`src/rtl/clkdat_pkg.sv`:
```
// Shared constants and helpers for the two-wire frame receiver.
// Assumes a frame of two data words followed by one check word.
package clkdat_pkg;
    localparam int unsigned WORDS_PER_FRAME = 3;

    // Saturating increment of an up-to-32-bit counter held in the low W bits.
    function automatic logic [31:0] sat_inc(input logic [31:0] v, input int unsigned w);
        logic [31:0] top;
        top = (32'(1) << w) - 32'(1);
        return (v >= top) ? top : v + 32'(1);
    endfunction
endpackage

```
`src/rtl/clkdat_line_filter.sv`:
```
// Brings one asynchronous line into the clk domain through two flops, then
// accepts a level change only after it has held FILT_CYCLES clocks.
// Assumes the line idles at INIT_LEVEL during reset.
module clkdat_line_filter #(
    parameter int unsigned FILT_CYCLES = 5000,
    parameter logic        INIT_LEVEL  = 1'b1
) (
    input  logic clk,
    input  logic rst_n,
    input  logic line_i,
    output logic level_o
);
    localparam int unsigned CW = $clog2(FILT_CYCLES + 1);
    localparam logic [CW-1:0] LIM = CW'(FILT_CYCLES - 1);

    logic          sync_a, sync_b;
    logic          filt_q;
    logic [CW-1:0] hold_cnt;

    // Two-flop synchroniser followed by a hold-time counter.
    always_ff @(posedge clk) begin
        if (!rst_n) begin
            sync_a   <= INIT_LEVEL;
            sync_b   <= INIT_LEVEL;
            filt_q   <= INIT_LEVEL;
            hold_cnt <= '0;
        end else begin
            sync_a <= line_i;
            sync_b <= sync_a;
            if (sync_b == filt_q) begin
                hold_cnt <= '0;
            end else if (hold_cnt == LIM) begin
                filt_q   <= sync_b;
                hold_cnt <= '0;
            end else begin
                hold_cnt <= hold_cnt + 1'b1;
            end
        end
    end

    assign level_o = filt_q;

    // the filtered level only ever moves to the level the synchroniser showed.
    a_r3_filter_follows: assert property (@(posedge clk) disable iff (!rst_n)
        (filt_q != $past(filt_q)) |-> ($past(sync_b) == filt_q));
endmodule

```
`src/rtl/clkdat_frame_shifter.sv`:
```
// Detects filtered rising edges of the link clock, shifts in data MSB first,
// and flags a complete frame of FRAME_BITS bits. A partial frame is dropped
// after TIMEOUT_CYCLES clocks with no edge. Assumes filtered, synchronous inputs.
module clkdat_frame_shifter #(
    parameter int unsigned FRAME_BITS     = 24,
    parameter int unsigned TIMEOUT_CYCLES = 800000
) (
    input  logic                  clk,
    input  logic                  rst_n,
    input  logic                  lclk_i,
    input  logic                  ldat_i,
    output logic                  frame_done_o,
    output logic [FRAME_BITS-1:0] frame_o
);
    localparam int unsigned BW = $clog2(FRAME_BITS);
    localparam int unsigned TW = $clog2(TIMEOUT_CYCLES + 1);
    localparam logic [BW-1:0] LAST_BIT = BW'(FRAME_BITS - 1);
    localparam logic [TW-1:0] TO_LIM   = TW'(TIMEOUT_CYCLES - 1);

    logic                  lclk_prev;
    logic                  rise;
    logic [BW-1:0]         bit_cnt;
    logic [TW-1:0]         idle_cnt;
    logic [FRAME_BITS-1:0] shreg;
    logic                  done_q;

    assign rise = lclk_i & ~lclk_prev;

    // Edge history register for rising-edge detection.
    always_ff @(posedge clk) begin
        if (!rst_n) lclk_prev <= 1'b1;
        else        lclk_prev <= lclk_i;
    end

    // Bit capture, frame counting and mid-frame idle timeout.
    always_ff @(posedge clk) begin
        if (!rst_n) begin
            shreg    <= '0;
            bit_cnt  <= '0;
            idle_cnt <= '0;
            done_q   <= 1'b0;
        end else begin
            done_q <= 1'b0;
            if (rise) begin
                shreg    <= {shreg[FRAME_BITS-2:0], ldat_i};
                idle_cnt <= '0;
                if (bit_cnt == LAST_BIT) begin
                    bit_cnt <= '0;
                    done_q  <= 1'b1;
                end else begin
                    bit_cnt <= bit_cnt + 1'b1;
                end
            end else if (bit_cnt != '0) begin
                if (idle_cnt == TO_LIM) begin
                    bit_cnt  <= '0;
                    idle_cnt <= '0;
                end else begin
                    idle_cnt <= idle_cnt + 1'b1;
                end
            end else begin
                idle_cnt <= '0;
            end
        end
    end

    assign frame_done_o = done_q;
    assign frame_o      = shreg;

    // the bit position never leaves the frame.
    a_r4_bit_range: assert property (@(posedge clk) disable iff (!rst_n)
        bit_cnt <= LAST_BIT);
    // a finished frame needs at least one further edge before the next.
    a_r4_done_single: assert property (@(posedge clk) disable iff (!rst_n)
        done_q |=> !done_q);
endmodule

```
`src/rtl/clkdat_xor_check.sv`:
```
// Splits a finished frame into two data words and a check word, then either
// presents the data with a valid strobe or drops it with an error strobe and
// a saturating count. Assumes frame_done_i is a single-cycle strobe.
module clkdat_xor_check
    import clkdat_pkg::*;
#(
    parameter int unsigned DATA_W = 8,
    parameter int unsigned ERR_W  = 8
) (
    input  logic                                  clk,
    input  logic                                  rst_n,
    input  logic                                  frame_done_i,
    input  logic [WORDS_PER_FRAME*DATA_W-1:0]     frame_i,
    output logic [DATA_W-1:0]                     data0_o,
    output logic [DATA_W-1:0]                     data1_o,
    output logic                                  valid_o,
    output logic                                  err_o,
    output logic [ERR_W-1:0]                      err_cnt_o
);
    logic [DATA_W-1:0] w0, w1, wchk;
    logic              match;

    assign w0    = frame_i[3*DATA_W-1 -: DATA_W];
    assign w1    = frame_i[2*DATA_W-1 -: DATA_W];
    assign wchk  = frame_i[DATA_W-1:0];
    assign match = ((w0 ^ w1) == wchk);

    // Verdict registers: publish good frames, count bad ones.
    always_ff @(posedge clk) begin
        if (!rst_n) begin
            data0_o   <= '0;
            data1_o   <= '0;
            valid_o   <= 1'b0;
            err_o     <= 1'b0;
            err_cnt_o <= '0;
        end else begin
            valid_o <= 1'b0;
            err_o   <= 1'b0;
            if (frame_done_i) begin
                if (match) begin
                    data0_o <= w0;
                    data1_o <= w1;
                    valid_o <= 1'b1;
                end else begin
                    err_o     <= 1'b1;
                    err_cnt_o <= ERR_W'(sat_inc(32'(err_cnt_o), ERR_W));
                end
            end
        end
    end

    // valid and error strobes never coincide.
    a_r5_exclusive: assert property (@(posedge clk) disable iff (!rst_n)
        !(valid_o && err_o));
    // valid lasts one cycle.
    a_r5_valid_pulse: assert property (@(posedge clk) disable iff (!rst_n)
        valid_o |=> !valid_o);
    // error lasts one cycle.
    a_r6_err_pulse: assert property (@(posedge clk) disable iff (!rst_n)
        err_o |=> !err_o);
    // the counter moves only alongside an error strobe.
    a_r7_cnt_quiet: assert property (@(posedge clk) disable iff (!rst_n)
        !err_o |-> $stable(err_cnt_o));
    // data outputs change only with a valid strobe.
    a_r9_hold: assert property (@(posedge clk) disable iff (!rst_n)
        !valid_o |-> ($stable(data0_o) && $stable(data1_o)));
endmodule

```
`src/rtl/clkdat_rx.sv`:
```
// Top of the two-wire frame receiver: filters both lines, assembles
// three-word frames on link clock rising edges and validates them by XOR.
// Assumes both lines idle high while reset is asserted.
module clkdat_rx
    import clkdat_pkg::*;
#(
    parameter int unsigned DATA_W         = 8,
    parameter int unsigned FILT_CYCLES    = 5000,
    parameter int unsigned TIMEOUT_CYCLES = 800000,
    parameter int unsigned ERR_W          = 8
) (
    input  logic              clk,
    input  logic              rst_n,
    input  logic              line_clk_i,
    input  logic              line_dat_i,
    output logic [DATA_W-1:0] data0_o,
    output logic [DATA_W-1:0] data1_o,
    output logic              data_valid_o,
    output logic              chk_err_o,
    output logic [ERR_W-1:0]  err_count_o
);
    localparam int unsigned FRAME_BITS = WORDS_PER_FRAME * DATA_W;

    logic [1:0]            raw_lines;
    logic [1:0]            clean_lines;
    logic                  frame_done;
    logic [FRAME_BITS-1:0] frame_word;

    assign raw_lines = {line_dat_i, line_clk_i};

    // One filter per line: index 0 is the clock, index 1 is the data.
    for (genvar gi = 0; gi < 2; gi++) begin : g_line
        clkdat_line_filter #(
            .FILT_CYCLES (FILT_CYCLES),
            .INIT_LEVEL  (1'b1)
        ) u_filt (
            .clk     (clk),
            .rst_n   (rst_n),
            .line_i  (raw_lines[gi]),
            .level_o (clean_lines[gi])
        );
    end

    clkdat_frame_shifter #(
        .FRAME_BITS     (FRAME_BITS),
        .TIMEOUT_CYCLES (TIMEOUT_CYCLES)
    ) u_shift (
        .clk          (clk),
        .rst_n        (rst_n),
        .lclk_i       (clean_lines[0]),
        .ldat_i       (clean_lines[1]),
        .frame_done_o (frame_done),
        .frame_o      (frame_word)
    );

    clkdat_xor_check #(
        .DATA_W (DATA_W),
        .ERR_W  (ERR_W)
    ) u_chk (
        .clk          (clk),
        .rst_n        (rst_n),
        .frame_done_i (frame_done),
        .frame_i      (frame_word),
        .data0_o      (data0_o),
        .data1_o      (data1_o),
        .valid_o      (data_valid_o),
        .err_o        (chk_err_o),
        .err_cnt_o    (err_count_o)
    );
endmodule

```
`config.mk`:
```
export PLATFORM = sky130hd
export DESIGN_NAME = clkdat_rx
export DESIGN_NICKNAME = d
export VERILOG_FILES = /design/src/rtl/clkdat_pkg.sv /design/src/rtl/clkdat_line_filter.sv /design/src/rtl/clkdat_frame_shifter.sv /design/src/rtl/clkdat_xor_check.sv /design/src/rtl/clkdat_rx.sv
export SDC_FILE = /design/constraint.sdc
export NUM_CORES = 1
export LEC_CHECK = 0
export BUFFER_PORTS_ARGS = -buffer_cell sky130_fd_sc_hd__buf_2
export CELL_PAD_IN_SITES_DETAIL_PLACEMENT = 0
export CELL_PAD_IN_SITES_GLOBAL_PLACEMENT = 1
export CORE_MARGIN = 2
export CORE_UTILIZATION = 29
export DETAILED_ROUTE_END_ITERATION = 8
export GPL_TIMING_DRIVEN = 0
export PLACE_DENSITY_LB_ADDON = 0.1
export SKIP_LAST_GASP = 1
export SLEW_MARGIN = 20
export SYNTH_ARGS = -nofsm -noshare
export SYNTH_HDL_FRONTEND = slang
export SYNTH_HIERARCHICAL = 1
export SYNTH_SLANG_ARGS = --single-unit
export TNS_END_PERCENT = 30
```
`constraint.sdc`:
```
create_clock -name clk -period 2.5 [get_ports clk]
set_clock_uncertainty 0.1 [all_clocks]
set_input_delay 0.5 -clock clk [delete_from_list [all_inputs] [get_ports clk]]
set_output_delay 0.5 -clock clk [all_outputs]
set_load 0.05 [all_outputs]
```
==> impl_results.md <==
- Outcome: finished clean
- Peak per-stage delay on the critical path: 0.51 ns
- # DRC: 0
- Largest net degree at the start of global routing: 18
- WL met1: 5120 um
- Dpl hpwl: 7110 um
- Placer Congestion: 0.763
- Antenna Nets Post-Route: 0
- Critical Path AT: 2.25 ns
- Synth Area per Inst: 9.01 um^2
- Final WL: 10,000 um
- Via density: 4.64
- Worst reg-to-reg setup slack: 0.43 ns
- CTS buffer count: 9
- Placed cell areas: 5200 um^2
- Fmax: 482 MHz
- Syn Nets: 541
- Yosys warnings: 6
- First-pass DRT Iterations: 4
- Total power: 3.31 mW
- Hold Path Class: input pin to flip-flop
- CP max stage cell: nor3_4
- Post-synth EDFFs: 0
- Wire per inst: 12.6 um
- Synth async-reset ratio: 0
- Post-CTS Setup Bufs: 0
- Max Root-Sink Buffers: 2
- Count leader, synth: dfxtp_1
- Core ar.: 16,000 um^2
- Top FF cell, synth: dfxtp_1
- Hold Buf Count CTS: 0
- Final setup viols: 0
- CP Class: flip-flop to flip-flop
- Reg2reg start: u_shift/frame_o[14]$_SDFFE_PN0P_
- Sequential area share after synthesis: 0.456
- Post-cts resize count: 0
- Area leader, netlist: dfxtp_1
- Final hold slack: 0.232 ns
- Crit-path cells: xnor3_2, nand4_4, nor3_4, buf_12, mux2i_1
- #FFs+latches synth: 109
- Clk root buf: clkbuf_16
- Mapped Area: 4780 um^2
- Die Wd: 132 um
- Fin nets: 581
- RSZ-0062 raised after global routing: false
- Non-filler cells, final: 792
- Post-Place Cells: 776
- Synthesized instance count: 531
- Worst-Skew Late Latency: 0.35 ns
- First-pass GRT wire length: 17,000 um
- Synth-to-layout area growth: 15.3%
- Num rows: 46
- Synth top area share: 0.456
- Worst setup SP type: flip-flop
- CTS tree: built
- Min-Delay Path Depth: 2
- Peak VDD IR: 0.000307 V
- Die ar.: 17,500 um^2
- Final count of hold timing violations: 0
- Initial antenna violation count: 0
- Highest metal used: met4
- Via count: 3,677
- Setup TNS: 0 ns
- Synth cell types: 48
- Diode count: 0
- Global route overflow: 0
- WL met2: 4430 um
- Worst Setup EP: u_chk/data0_o[6]$_SDFFE_PN0P_
- Die Height: 132 um
- Starting density of the core: 0.299
- RR Endpoint: u_chk/data0_o[6]$_SDFFE_PN0P_
- Routed met3 length: 243 um
- Leakage: 1.77 nW
- Sink Count: 109
- Top post-synthesis cells by area: dfxtp_1, nand2_1, xnor2_1
- CTS clk-pin slew, worst paths: 0.07 ns
- Fin. max-slew vios: 0
- Crit path launch: u_shift/frame_o[14]$_SDFFE_PN0P_
- Max-Cap Viols: 0
- Final instance area: 5510 um^2
- Post-synth top cells: dfxtp_1, nand2_1, nor2_1
- Number of global-route vias before repair: 3,475
- Worst slew pin tran: 0.529 ns
- Total track usage: 0.119
- Max_slew headroom: 0.646
- R2r worst-path depth: 5
- Layout cells sized above 1: 0.113
- Port bufs: 29
- Pwr Density: 600 nW/um^2
- Final min period: 2.07 ns
- H-tree depth: 3
- Initial drt markers: 142
- Io pins: 30
- Fin crit share: 0.829
- Worst EP required: 2.68 ns
- Endpoint class of the critical path: flip-flop
- CP Max Fanout: 10
where the power goes:
group          switching [mW]  total [mW]  leakage [nW]  internal [mW]
Clock                   0.653        1.53         0.151          0.873
Combinational          0.0307      0.0409         0.741         0.0102
Sequential            0.00173        1.74         0.879           1.74
Total                   0.685        3.31          1.77           2.62
routing by layer:
| layer | GRT usage | vias to the layer above |
|---|---|---|
| li1 | - | 1905 |
| met5 | 0 | - |
| met2 | 0.180 | 34 |
| met4 | 0.0633 | 0 |
| met1 | 0.161 | 1726 |
| met3 | 0.0215 | 12 |
area by class of cell:
| cell class | count | area, um^2 |
|---|---|---|
| inverters | 21 | 78.8 |
| plain buffers | 20 | 114 |
| fillers | 1711 | 10500 |
| repair buffers | 29 | 145 |
| multi-input cells | 381 | 2410 |
| clock inverters | 7 | 90.1 |
| well taps | 216 | 270 |
| clock buffers | 9 | 225 |
| flip-flops and latches | 109 | 2180 |
metrics by stage:
step / setup WS (ns) / utilization
floorplan: 0.488 / -
global placement: 0.289 / 0.325
detailed placement: 0.371 / 0.325
CTS: 0.389 / 0.345
global route: 0.257 / 0.345
finish: 0.427 / 0.345
layout by cell type (no fill, tap or decap), types with 3 or more instances in the layout:
cell	Yosys	final
a21oi_1	30	30
a221oi_1	7	7
buf_2	0	29
clkbuf_1	15	15
clkbuf_16	0	9
clkinv_2	0	3
dfxtp_1	109	109
ha_1	6	6
inv_1	20	20
mux2i_1	19	19
nand2_1	102	102
nand2b_1	6	6
nand3_1	15	15
nand4_1	11	11
nand4_4	3	3
nor2_1	56	56
nor3_1	16	16
nor4_1	11	11
o211ai_1	5	5
o21ai_0	8	8
or3_1	4	4
or4_1	3	3
or4_4	3	3
xnor2_1	26	26
xnor3_1	5	5
xnor3_2	3	3
xor2_1	12	12
cell families after synthesis:
kind of cell | Yosys count | synth area share
xor+xnor | 46 | 0.108
simple gates | 249 | 0.262
fa+ha+maj | 6 | 0.0157
mux | 19 | 0.0398
flops | 109 | 0.456
buf+inv | 41 | 0.0403
compound gates | 61 | 0.0782
worst min path at each step:
stage                                        from                            endpoint
5_1_grt                                line_dat_i  g_line[1].u_filt/sync_a$_SDFF_PN1_
6_report                               line_clk_i  g_line[0].u_filt/sync_a$_SDFF_PN1_
3_3_place_gp   g_line[1].u_filt/sync_a$_SDFF_PN1_  g_line[1].u_filt/sync_b$_SDFF_PN1_
4_1_cts                                line_clk_i  g_line[0].u_filt/sync_a$_SDFF_PN1_
3_5_place_dp   g_line[1].u_filt/sync_a$_SDFF_PN1_  g_line[1].u_filt/sync_b$_SDFF_PN1_
2_1_floorplan  g_line[0].u_filt/sync_a$_SDFF_PN1_  g_line[0].u_filt/sync_b$_SDFF_PN1_
sequential cells by signal (all words and copies together) (netlist names):
register and count:
u_shift/lclk_prev 1, g_line.u_filt/level_o 2, u_shift/frame_o 24, u_shift/bit_cnt 5
u_chk/valid_o 1, u_chk/err_cnt_o 8, u_shift/idle_cnt 20, u_chk/err_o 1
g_line.u_filt/sync_a 2, g_line.u_filt/hold_cnt 26, u_chk/data1_o 8, g_line.u_filt/sync_b 2
u_chk/data0_o 8, u_shift/frame_done_o 1
worst max-delay path: cells and delay by family (launching register included):
kind | cells | cell delay, ns
simple gates | 2 | 0.71
buf+inv | 1 | 0.21
flops | 1 | 0.36
xor+xnor | 1 | 0.43
mux | 1 | 0.18
(Power assumes the default switching activity.)
